===== src/rtl/modeset_pkg.sv =====
package modeset_pkg;
   typedef enum logic [2:0] {
      PH_IDLE,
      PH_STAGE_A,
      PH_GAP_A,
      PH_STAGE_B,
      PH_GAP_B
   } phase_t;
endpackage


===== src/rtl/modeset_phase.sv =====
module modeset_phase
   import modeset_pkg::*;
#(
   parameter int HOLD_CYCLES = 2
) (
   input  logic   clk,
   input  logic   rst_n,
   input  logic   start,
   output phase_t phase
);
   localparam int CW = (HOLD_CYCLES < 2) ? 1 : $clog2(HOLD_CYCLES);
   localparam logic [CW-1:0] RELOAD = CW'(HOLD_CYCLES - 1);

   logic [CW-1:0] remain;

   always_ff @(posedge clk or negedge rst_n) begin
      if (!rst_n) begin
         phase  <= PH_IDLE;
         remain <= '0;
      end else begin
         unique case (phase)
            PH_IDLE: begin
               if (start) begin
                  phase  <= PH_STAGE_A;
                  remain <= RELOAD;
               end
            end
            PH_STAGE_A: begin
               if (remain == '0) phase <= PH_GAP_A;
               else              remain <= remain - 1'b1;
            end
            PH_GAP_A: begin
               phase  <= PH_STAGE_B;
               remain <= RELOAD;
            end
            PH_STAGE_B: begin
               if (remain == '0) phase <= PH_GAP_B;
               else              remain <= remain - 1'b1;
            end
            PH_GAP_B: phase <= PH_IDLE;
            default:  phase <= PH_IDLE;
         endcase
      end
   end
endmodule


===== src/rtl/modeset_wordreg.sv =====
module modeset_wordreg #(
   parameter int               ADDR_W     = 15,
   parameter logic [ADDR_W-1:0] BOOT_VALUE = '0
) (
   input  logic              clk,
   input  logic              rst_n,
   input  logic              busy,
   input  logic              boot_rom,
   input  logic              wr_en,
   input  logic [ADDR_W-1:0] wr_data,
   output logic [ADDR_W-1:0] word,
   output logic              start,
   output logic              err
);
   logic boot_pend;
   logic accept;

   assign accept = wr_en && !busy;
   assign start  = accept || (boot_pend && boot_rom && !busy);

   always_ff @(posedge clk or negedge rst_n) begin
      if (!rst_n) begin
         word      <= BOOT_VALUE;
         err       <= 1'b0;
         boot_pend <= 1'b1;
      end else begin
         boot_pend <= 1'b0;
         if (accept)        word <= wr_data;
         if (wr_en && busy) err  <= 1'b1;
      end
   end
endmodule


===== src/rtl/modeset_csgate.sv =====
module modeset_csgate
   import modeset_pkg::*;
#(
   parameter int                NUM_BANKS = 4,
   parameter int                TYPE_W    = 2,
   parameter logic [TYPE_W-1:0] ROM_CODE  = 2'b10
) (
   input  phase_t                      phase,
   input  logic [NUM_BANKS-1:0]        bank_en,
   input  logic [NUM_BANKS*TYPE_W-1:0] bank_type,
   output logic [NUM_BANKS-1:0]        cs_n
);
   localparam int HALF = NUM_BANKS / 2;

   for (genvar b = 0; b < NUM_BANKS; b++) begin : g_bank
      logic qual;
      logic in_stage;
      assign qual = bank_en[b] && (bank_type[b*TYPE_W +: TYPE_W] == ROM_CODE);
      if (b < HALF) begin : g_low
         assign in_stage = (phase == PH_STAGE_A);
      end else begin : g_high
         assign in_stage = (phase == PH_STAGE_B);
      end
      assign cs_n[b] = !(qual && in_stage);
   end
endmodule


===== src/rtl/modeset_seq.sv =====
module modeset_seq
   import modeset_pkg::*;
#(
   parameter int                ADDR_W      = 15,
   parameter int                NUM_BANKS   = 4,
   parameter int                TYPE_W      = 2,
   parameter logic [TYPE_W-1:0] ROM_CODE    = 2'b10,
   parameter int                HOLD_CYCLES = 2,
   parameter logic [ADDR_W-1:0] BOOT_VALUE  = 15'h0032
) (
   input  logic                        clk,
   input  logic                        rst_n,
   input  logic                        boot_rom,
   input  logic                        wr_en,
   input  logic [ADDR_W-1:0]           wr_data,
   input  logic [NUM_BANKS-1:0]        bank_en,
   input  logic [NUM_BANKS*TYPE_W-1:0] bank_type,
   output logic [ADDR_W-1:0]           ma,
   output logic [NUM_BANKS-1:0]        cs_n,
   output logic                        ras_n,
   output logic                        cas_n,
   output logic                        we_n,
   output logic                        busy,
   output logic                        done,
   output logic                        err
);
   if (HOLD_CYCLES < 1) begin : g_bad_hold
      $error("modeset_seq: HOLD_CYCLES must be at least 1");
   end
   if ((NUM_BANKS < 2) || (NUM_BANKS % 2 != 0)) begin : g_bad_banks
      $error("modeset_seq: NUM_BANKS must be even and at least 2");
   end
   if (ADDR_W < 1 || TYPE_W < 1) begin : g_bad_width
      $error("modeset_seq: widths must be positive");
   end

   phase_t            phase;
   logic [ADDR_W-1:0] word;
   logic              start;
   logic              cmd_on;

   assign busy   = (phase != PH_IDLE);
   assign cmd_on = (phase == PH_STAGE_A) || (phase == PH_STAGE_B);
   assign done   = (phase == PH_GAP_B);
   assign ras_n  = !cmd_on;
   assign cas_n  = !cmd_on;
   assign we_n   = !cmd_on;
   assign ma     = cmd_on ? word : '0;

   modeset_wordreg #(
      .ADDR_W    (ADDR_W),
      .BOOT_VALUE(BOOT_VALUE)
   ) u_word (
      .clk     (clk),
      .rst_n   (rst_n),
      .busy    (busy),
      .boot_rom(boot_rom),
      .wr_en   (wr_en),
      .wr_data (wr_data),
      .word    (word),
      .start   (start),
      .err     (err)
   );

   modeset_phase #(
      .HOLD_CYCLES(HOLD_CYCLES)
   ) u_phase (
      .clk  (clk),
      .rst_n(rst_n),
      .start(start),
      .phase(phase)
   );

   modeset_csgate #(
      .NUM_BANKS(NUM_BANKS),
      .TYPE_W   (TYPE_W),
      .ROM_CODE (ROM_CODE)
   ) u_cs (
      .phase    (phase),
      .bank_en  (bank_en),
      .bank_type(bank_type),
      .cs_n     (cs_n)
   );
endmodule


===== config.mk =====
export PLATFORM = sky130hd
export DESIGN_NAME = modeset_seq
export DESIGN_NICKNAME = d
export VERILOG_FILES = /design/src/rtl/modeset_pkg.sv /design/src/rtl/modeset_phase.sv /design/src/rtl/modeset_wordreg.sv /design/src/rtl/modeset_csgate.sv /design/src/rtl/modeset_seq.sv
export SDC_FILE = /design/constraint.sdc
export NUM_CORES = 1
export LEC_CHECK = 0
export BUFFER_PORTS_ARGS = -buffer_cell sky130_fd_sc_hd__buf_2
export CORE_MARGIN = 10
export CORE_UTILIZATION = 41
export CTS_BUF_LIST = sky130_fd_sc_hd__clkbuf_2
export CTS_CLUSTER_SIZE = 10
export DETAILED_ROUTE_END_ITERATION = 12
export GPL_TIMING_DRIVEN = 0
export PLACE_DENSITY = 0.78
export SETUP_SLACK_MARGIN = 0.2
export SKIP_CTS_REPAIR_TIMING = 1
export SYNTH_ARGS = -nofsm -noshare
export SYNTH_HDL_FRONTEND = slang
export SYNTH_SLANG_ARGS = --single-unit

===== constraint.sdc =====
create_clock -name clk -period 1.46 [get_ports clk]
set_input_delay 0.365 -clock clk [delete_from_list [all_inputs] [get_ports clk]]
set_output_delay 0.365 -clock clk [all_outputs]
set_load 0.005 [all_outputs]

==> qor.yml, run 1 <==
outcome: "complete, but fails checks"
violations: "negative setup slack"
numPortBuffers: 55
cp_data_arrival_time_ns: 1.46
antenna_found_initial: 0
hold_class: "input port to register"
synth.area.top_cells: "dfrtp_1 (41%), mux2_4 (15%), dfstp_2 (10%)"
grt_overflow: 0
crit_chain: "buf_4 -> or3_4 -> buf_6"
crit_path_top_delay_cell: "dfrtp_1"
nets: 181
num_antenna_cells: 0
drt-pass1-iter-count: 4
yosys-top-cells-count: "dfrtp_1 (17), and2_1 (16), mux2_4 (10)"
holdPathEnd: "u_word.word[1]"
timing.rr.end: "u_word.word[13]"
worstSetupStartpointType: "register"
ys_warn_count: 0
numCtsBuffers: 3
synth-seq-cells: 21
synthToLayoutAreaGrowth_pct: 52.0
fin_skew_ns: 0.00730
dp_slack_ns: -0.169
yosysMostFrequentCell: "dfrtp_1"
vias_per_cell: 4.64
max-cap-violations: 0
synth_edf_count: 0
seq_area_um2: 533
grt_use_total_pct: 10.1
design.die.area_mm2: 0.00493
syn_nets: 109
rows: 18
path_clk_slew_ns: 0.20
ys.flop_type: "dfrtp_1"
syn_inst: 78
drtAntennaViolNets: 0
fmax_ghz: 0.549
synth_seq_area_share_pct: 51.3
r2r_cells: 5
floorplan.initialDensity_pct: 42.5
drv_slew: 0
postLayoutCoreUtil_pct: 64.7
yosys.area.top_type: "dfrtp_1"
ir_drop_v: 0.00131
grt_max_degree: 22
insertion_delay_ns: 0.31
grt_pass1_vias: 926
setup_slack_ns: -0.362
yosysUniqueCellTypes: 20
drc: 0
hp-start: "wr_data[1]"
report.power.total_mw: 3.32
critPathRequiredTime_ns: 1.10
syn_area_mm2: 0.00103
num_vias: 830
hold-path-cell-count: 2
fin_crit_sh_pct: 125
reg2reg_from: "u_phase.phase[0]"
worstSetupPathType: "register to primary output"
first_iter_violations: 17
hpwl_um: 2030
power_per_cell_area_mw_per_mm2: 2110
fin_crit_ns: 1.82
coreArea_mm2: 0.00243
cp-end-kind: "primary output"
syn_area_per_cell_um2: 13.3
multi_input_area_um2: 480
clock-sinks: 21
wl_per_cell_um: 15.1
fillers: 217
ioPinCount: 56
synthArstFlopShare_pct: 100
path_max_fanout: 4
grt_pass1_wl_um: 4160
cts_max_level: 1
die_w_um: 70.2
slowest_delay_ns: 0.45
hold_viol: 0
routabilityCongestion: 0.749
yosysTopAreaCellShare_pct: 41.1
root_buffer: "clkbuf_2"
setup_tns_ns: -10.63
setup_viol: 39
clock_path_buffers: 2
p_leak_nw: 0.796
drt-total-wl_um: 2700
grt_setup_unrepaired: "true"
cts_tree: "done"
chipHeight_um: 70.2
drive_above_1_share_pct: 69.8
r2r_slack_ns: -0.31
cell type report:
| class | count | share of cell area (%) |
|---|---|---|
| timing repair buffer | 67 | 27.6 |
| clock inverter | 1 | 0.318 |
| buffer | 4 | 3.42 |
| clock buffer | 3 | 0.955 |
| multi-input combinational | 50 | 30.5 |
| sequential | 21 | 33.9 |
| inverter | 3 | 0.875 |
| tap | 30 | 2.39 |
critical path, delay by kind of cell, from the launching register on:
kind	cells	cell delay, ns
buffers and inverters	2	0.28
flip-flops	1	0.45
AND/OR/NAND/NOR	1	0.41
sequential cells by signal, summed over array words and instances, names as in the netlist:
register	cells
u_word.word	15
u_word.boot_pend	1
u_word.err	1
u_phase.remain	1
u_phase.phase	3
power by group:
part           internal [mW]  leakage [nW]  switching, mW
Clock                 0.0621        0.0164          0.174
Sequential             0.888         0.239          0.161
Combinational           1.30         0.540          0.735
Total                   2.25         0.796           1.07
logic make-up (layout without fill, tap and decap cells):
logic type | after synthesis | after routing | share of synthesized area, %
other | 1 | 1 | 0.362
XOR/XNOR | 1 | 1 | 0.847
AND/OR/NAND/NOR | 29 | 29 | 19.7
AO/OA/AOI/OAI | 4 | 4 | 3.02
multiplexers | 15 | 15 | 20.0
flip-flops | 21 | 21 | 51.3
buffers and inverters | 7 | 78 | 4.84
how the worst max path moves through the flow:
stage	start	end	slack [ns]	cells past startpoint
after floorplan	u_phase.phase[1]	u_word.word[0]	-0.07	4
after global placement	u_phase.phase[1]	u_word.word[13]	-0.15	4
after detailed placement	u_phase.phase[1]	u_word.word[6]	-0.17	4
after CTS	u_phase.phase[2]	ma[1]	-0.55	4
after global routing	u_phase.phase[0]	cs_n[1]	-0.44	5
final	u_phase.phase[0]	busy	-0.36	3
cells in the final DEF (no fill, tap or decap), drive strengths merged:
master | synthesis | final
a211oi | 2 | 2
a21o | 1 | 1
and2 | 16 | 16
buf | 3 | 69
clkbuf | 1 | 4
clkinv | 0 | 1
conb | 1 | 1
dfrtp | 17 | 17
dfstp | 4 | 4
dlygate4sd3 | 0 | 1
inv | 3 | 3
mux2 | 15 | 15
nand4b | 4 | 4
nor2 | 4 | 4
nor2b | 3 | 3
nor3b | 1 | 1
o21a | 1 | 1
or3 | 1 | 1
xnor2 | 1 | 1
through the flow:
step	hold slack, ns	cell area, um^2	std cells
after floorplan	0.0694	1040	78
after global placement	0.336	1350	163
after detailed placement	0.348	1350	163
after CTS	-0.0525	1370	167
after global routing	0.234	1570	179
final	0.257	1570	179
metal layers:
metal  global-route usage (%)  part of all wire (%)
met1                     11.5                    40
met2                     16.1                    50
met3                     4.80                    10
met4                     3.29                     0
met5                        0                     0
(Power assumes the default switching activity.)
==> run 2, diff against run 1 <==
--- a/config.mk
+++ b/config.mk
@@ -7,7 +7,7 @@
 export LEC_CHECK = 0
 export BUFFER_PORTS_ARGS = -buffer_cell sky130_fd_sc_hd__buf_2
 export CORE_MARGIN = 10
-export CORE_UTILIZATION = 41
+export CORE_UTILIZATION = 42
 export CTS_BUF_LIST = sky130_fd_sc_hd__clkbuf_2
 export CTS_CLUSTER_SIZE = 10
 export DETAILED_ROUTE_END_ITERATION = 12
@@ -17,4 +17,5 @@
 export SKIP_CTS_REPAIR_TIMING = 1
 export SYNTH_ARGS = -nofsm -noshare
 export SYNTH_HDL_FRONTEND = slang
+export SYNTH_HIERARCHICAL = 1
 export SYNTH_SLANG_ARGS = --single-unit
==> run 2 against run 1 <==
The flow still finishes with violations (negative setup slack). Maximum frequency increased by 3.2%. First-iteration DRC count increased by 24%. Sequential share of layout area decreased by 2.6 points. Register-to-register slack about the same. Worst hold slack got worse by 0.00087 ns. Critical endpoint is now u_word/word[3]. Largest cell class is now multi-input gates. Largest power group unchanged.
==> qor.yml, run 2 <==
hpwl_um: 2180
hold-path-cell-count: 2
final_cell_mix: "buf_2 (54), mux2_4 (16), dfrtp_1 (14), buf_6 (11), and3b_1 (11)"
yosys.area.top_type: "dfrtp_1"
crit_chain: "or3_4 -> nor2b_2 -> buf_6 -> clkbuf_16 -> mux2_4"
violations: "negative setup slack"
fin_crit_ns: 1.77
root_buffer: "clkbuf_2"
ys.flop_type: "dfrtp_1"
syn_area_mm2: 0.00112
hold_viol: 0
chipHeight_um: 71.7
cp_data_arrival_time_ns: 2.00
setup_viol: 39
power.switching_fraction_pct: 31.8
syn_area_per_cell_um2: 13.7
synthArstFlopShare_pct: 100
ir_drop_v: 0.00122
rows: 18
hold_class: "input port to register"
drive_above_1_share_pct: 73.4
floorplan.initialDensity_pct: 44.5
dp_slack_ns: -0.317
placed_cells: 167
cts_max_level: 1
drc: 0
synthToLayoutAreaGrowth_pct: 52.1
insertion_delay_ns: 0.32
numPortBuffers: 55
synth_seq_area_share_pct: 47.2
num_antenna_cells: 0
drtAntennaViolNets: 0
num_vias: 910
first_iter_violations: 21
routabilityCongestion: 0.751
syn_nets: 113
worstSetupStartpointType: "register"
numCtsBuffers: 3
grt_overflow: 0
grt_pass1_wl_um: 4570
syn_inst: 82
worstSetupPathType: "register to register"
seqPwrFrac_pct: 30.4
layout_commonest_cell: "buf_2"
coreArea_mm2: 0.00252
top_register: "u_word/word"
drt-total-wl_um: 3190
p_leak_nw: 0.899
crit_path_top_delay_cell: "dfrtp_2"
max-cap-violations: 0
antenna_found_initial: 0
slowest_delay_ns: 0.52
yosysMostFrequentCell: "dfrtp_1"
power_per_cell_area_mw_per_mm2: 2090
clock_path_buffers: 2
grt_pass1_vias: 979
grt_max_degree: 22
nets: 190
setup_slack_ns: -0.305
r2r_cells: 5
yosys-top-cells-count: "dfrtp_1 (17), and3b_1 (11), mux2_4 (11)"
final_area_mm2: 0.00171
outcome: "complete, but fails checks"
cp-end-kind: "register"
p_clk_share_pct: 6.9
largest_reg_flops: 15
yosysTopAreaCellShare_pct: 37.9
path_max_fanout: 8
ioPinCount: 56
grt_setup_unrepaired: "true"
grt_use_total_pct: 10.9
synth_edf_count: 0
yosysUniqueCellTypes: 24
vias_per_cell: 4.84
ys_warn_count: 6
post_dp_cell_area_mm2: 0.00145
critPathRequiredTime_ns: 1.69
p_int_mw: 2.43
drt-pass1-iter-count: 3
die_w_um: 71.7
design.die.area_mm2: 0.00514
path_clk_slew_ns: 0.19
fin_skew_ns: 0.00177
top_regs: "u_word/word x15, u_phase/phase x3"
setup_tns_ns: -9.79
cts_tree: "done"
comb_power_share_pct: 62.7
clock-sinks: 21
wl_per_cell_um: 17.0
synth-seq-cells: 21
fin_crit_sh_pct: 121
switchingPower_mw: 1.13
synth.area.top_cells: "dfrtp_1 (38%), mux2_4 (15%), dfstp_2 (9.4%)"
final_cells: 188
drv_slew: 0
fmax_ghz: 0.566
-- run 2: worst max-delay path: cells and delay by family (launching register included) --
kind,cells,cell delay [ns]
DFF,1,0.52
muxes,1,0.29
and+or+nand+nor,2,0.55
buffers and inverters,2,0.31
-- run 2: cells by family after synthesis --
logic type	count (synthesis)	share of synthesized area, %
multiplexers	16	19.7
flip-flops	21	47.2
buffers and inverters	7	6.12
AO/OA/AOI/OAI	4	2.34
other	1	0.334
AND/OR/NAND/NOR	33	24.3
-- run 2: per-layer routing --
metal,GRT usage [%],routed length (um),share of wire [%],vias to the layer above
met5,0,0,0,-
met4,1.29,17,0.53,0
met3,6.89,331,10,4
met2,18.8,1550,48,33
met1,11.2,1300,41,431
li1,-,-,-,442
-- run 2: cell type report --
type                            count  area, um^2
Timing Repair Buffer               72         473
Inverter                            1        3.75
Tap cell                           30        37.5
Clock buffer                        4        20.0
Sequential cell                    21         534
Buffer                              6        76.3
Multi-Input combinational cell     54         564
Fill cell                         204         813
-- run 2: power groups by stage --
| stage | logic, mW | clock network, mW | registers, mW |
|---|---|---|---|
| 2_1_floorplan | 1.10 | 0 | 1.05 |
| 3_3_place_gp | 1.54 | 0 | 1.11 |
| 3_5_place_dp | 1.57 | 0 | 1.14 |
| 4_1_cts | 1.57 | 0.255 | 1.12 |
| 5_1_grt | 2.41 | 0.283 | 1.12 |
| 6_report | 2.24 | 0.245 | 1.08 |
-- run 2: path summary, 6_finish.rpt --
path                       slack (ns)         endpoint             start
setup / recovery                -0.31   u_word/word[3]  u_phase/phase[2]
setup reg to reg                -0.31   u_word/word[3]  u_phase/phase[2]
min in group asynchronous        0.49  u_word/word[12]             rst_n
hold / removal                   0.26   u_word/word[9]        wr_data[9]
max in group asynchronous        0.62   u_word/word[5]             rst_n
hold reg to reg                  0.49       u_word/err        u_word/err
-- run 2: through the flow --
step / util, % / hold WS (ns) / total power [mW]
2_1_floorplan: - / 0.0694 / 2.16
3_3_place_gp: 57.3 / 0.340 / 2.65
3_5_place_dp: 57.3 / 0.346 / 2.70
4_1_cts: 58.1 / -0.0380 / 2.95
5_1_grt: 67.8 / 0.207 / 3.81
6_report: 67.8 / 0.256 / 3.56
==> run 3, diff against run 2 <==
--- a/config.mk
+++ b/config.mk
@@ -13,6 +13,7 @@
 export DETAILED_ROUTE_END_ITERATION = 12
 export GPL_TIMING_DRIVEN = 0
 export PLACE_DENSITY = 0.78
+export REMOVE_ABC_BUFFERS = 1
 export SETUP_SLACK_MARGIN = 0.2
 export SKIP_CTS_REPAIR_TIMING = 1
 export SYNTH_ARGS = -nofsm -noshare
==> run 3 against run 2 <==
The run still ends with negative setup slack left. First-iteration DRC count increased by 33%. Count of clock-buffer cells in the layout decreased by 1. Sequential share of layout area increased by 3.7 points. Clock skew increased by 0.0065 ns. Final area decreased by 9.7%. Setup slack improved by 0.0085 ns. Sequential cell count unchanged. Utilization decreased by 6.5 points. Critical path type is now register to primary output. Largest cell class unchanged. Largest power group unchanged.
==> qor.yml, run 3 (synthesized netlist as in run 2, its figures left out) <==
outcome: "complete, but fails checks"
violations: "negative setup slack"
fmax_ghz: 0.569
root_buffer: "clkbuf_2"
slowest_delay_ns: 0.55
drt-total-wl_um: 2970
top_register: "u_word/word"
chipHeight_um: 71.7
power_per_cell_area_mw_per_mm2: 2000
rows: 18
drc: 0
numPortBuffers: 55
fin_crit_sh_pct: 120
vias_per_cell: 5.03
synthToLayoutAreaGrowth_pct: 37.4
setup_viol: 40
design.die.area_mm2: 0.00514
fin_crit_ns: 1.76
crit_path_top_delay_cell: "dfrtp_4"
grt_overflow: 0
num_antenna_cells: 0
post_dp_cell_area_mm2: 0.00137
wl_per_cell_um: 17.2
cts_max_level: 1
grt_max_degree: 26
drive_above_1_share_pct: 70.6
fin_skew_ns: 0.00829
nets: 175
num_vias: 870
grt_pass1_vias: 899
numCtsBuffers: 3
cp_data_arrival_time_ns: 1.39
grt_pass1_wl_um: 4300
power.switching_fraction_pct: 32.9
die_w_um: 71.7
first_iter_violations: 28
grt_setup_unrepaired: "true"
fillers: 220
path_clk_slew_ns: 0.19
hpwl_um: 2070
switchingPower_mw: 1.02
worstSetupPathType: "register to primary output"
p_clk_share_pct: 7.4
crit_buf_inv: 1
routabilityCongestion: 0.648
floorplan.initialDensity_pct: 44.5
path_max_fanout: 7
drt-pass1-iter-count: 4
crit_chain: "or3_4 -> buf_6"
grt_use_total_pct: 10.0
critPathRequiredTime_ns: 1.10
max-cap-violations: 0
ioPinCount: 56
hold_class: "input port to register"
ir_drop_v: 0.00120
setup_tns_ns: -9.69
antenna_found_initial: 0
clock-sinks: 21
cts_tree: "done"
p_int_mw: 2.07
seqPwrFrac_pct: 35.7
report.power.total_mw: 3.09
layout_commonest_cell: "buf_2"
cp-end-kind: "primary output"
crit_family: "flip-flops"
worstSetupStartpointType: "register"
clock_path_buffers: 2
drtAntennaViolNets: 0
final_cell_mix: "buf_2 (53), mux2_4 (16), dfrtp_1 (14), and3b_1 (11)"
p_leak_nw: 0.804
top_regs: "u_word/word x15, u_phase/phase x3"
hold_viol: 0
comb_power_share_pct: 56.9
final_area_mm2: 0.00154
setup_slack_ns: -0.297
drv_slew: 0
coreArea_mm2: 0.00252
largest_reg_flops: 15
insertion_delay_ns: 0.30
==> run 3: worst paths after layout <==
path / startpoint / end / slack, ns / cells past startpoint
worst max-delay path: u_phase/phase[0] / busy / -0.30 / 2
min in group asynchronous: rst_n / u_phase/phase[2] / 0.54 / 2
worst min-delay path: wr_data[5] / u_word/word[5] / 0.28 / 2
worst min register to register: u_word/err / u_word/err / 0.48 / 1
worst max register to register: u_phase/phase[0] / u_word/word[7] / -0.29 / 4
max in group asynchronous: rst_n / u_word/boot_pend / 0.58 / 2
==> run 3: power by group through the flow <==
| stage | registers, mW | logic (mW) | clock network, mW |
|---|---|---|---|
| 6_report | 1.10 | 1.76 | 0.227 |
| 5_1_grt | 1.15 | 1.92 | 0.276 |
| 4_1_cts | 1.16 | 1.34 | 0.248 |
| 3_5_place_dp | 1.17 | 1.34 | 0 |
| 3_3_place_gp | 1.15 | 1.31 | 0 |
| 2_1_floorplan | 1.07 | 0.916 | 0 |
==> run 3: layer usage <==
metal / global-route usage (%) / part of all wire (%) / up-vias
met5: 0 / 0 / -
met4: 1.94 / 0 / 0
met2: 17.8 / 53 / 27
met1: 11.2 / 40 / 432
li1: - / - / 411
met3: 3.72 / 6.5 / 0
==> run 3: cell type report <==
class | instances | area [um^2] | share of cell area [%]
Clock inverter | 1 | 5.00 | 0.324
Sequential cell | 21 | 539 | 34.9
Multi-Input combinational cell | 54 | 563 | 36.5
Inverter | 1 | 3.75 | 0.243
Timing Repair Buffer | 63 | 380 | 24.6
Clock buffer | 3 | 15.0 | 0.972
Tap cell | 30 | 37.5 | 2.43
==> run 3: through the flow <==
step           worst slack (ns)  util [%]  hold WS [ns]  std cells
2_1_floorplan             -1.01         -        0.0694         76
4_1_cts                  -0.993      55.3       -0.0455        165
5_1_grt                  -0.383      61.2         0.231        173
3_5_place_dp             -0.962      54.5         0.341        161
6_report                 -0.297      61.2         0.277        173
3_3_place_gp              -1.42      54.4         0.333        161
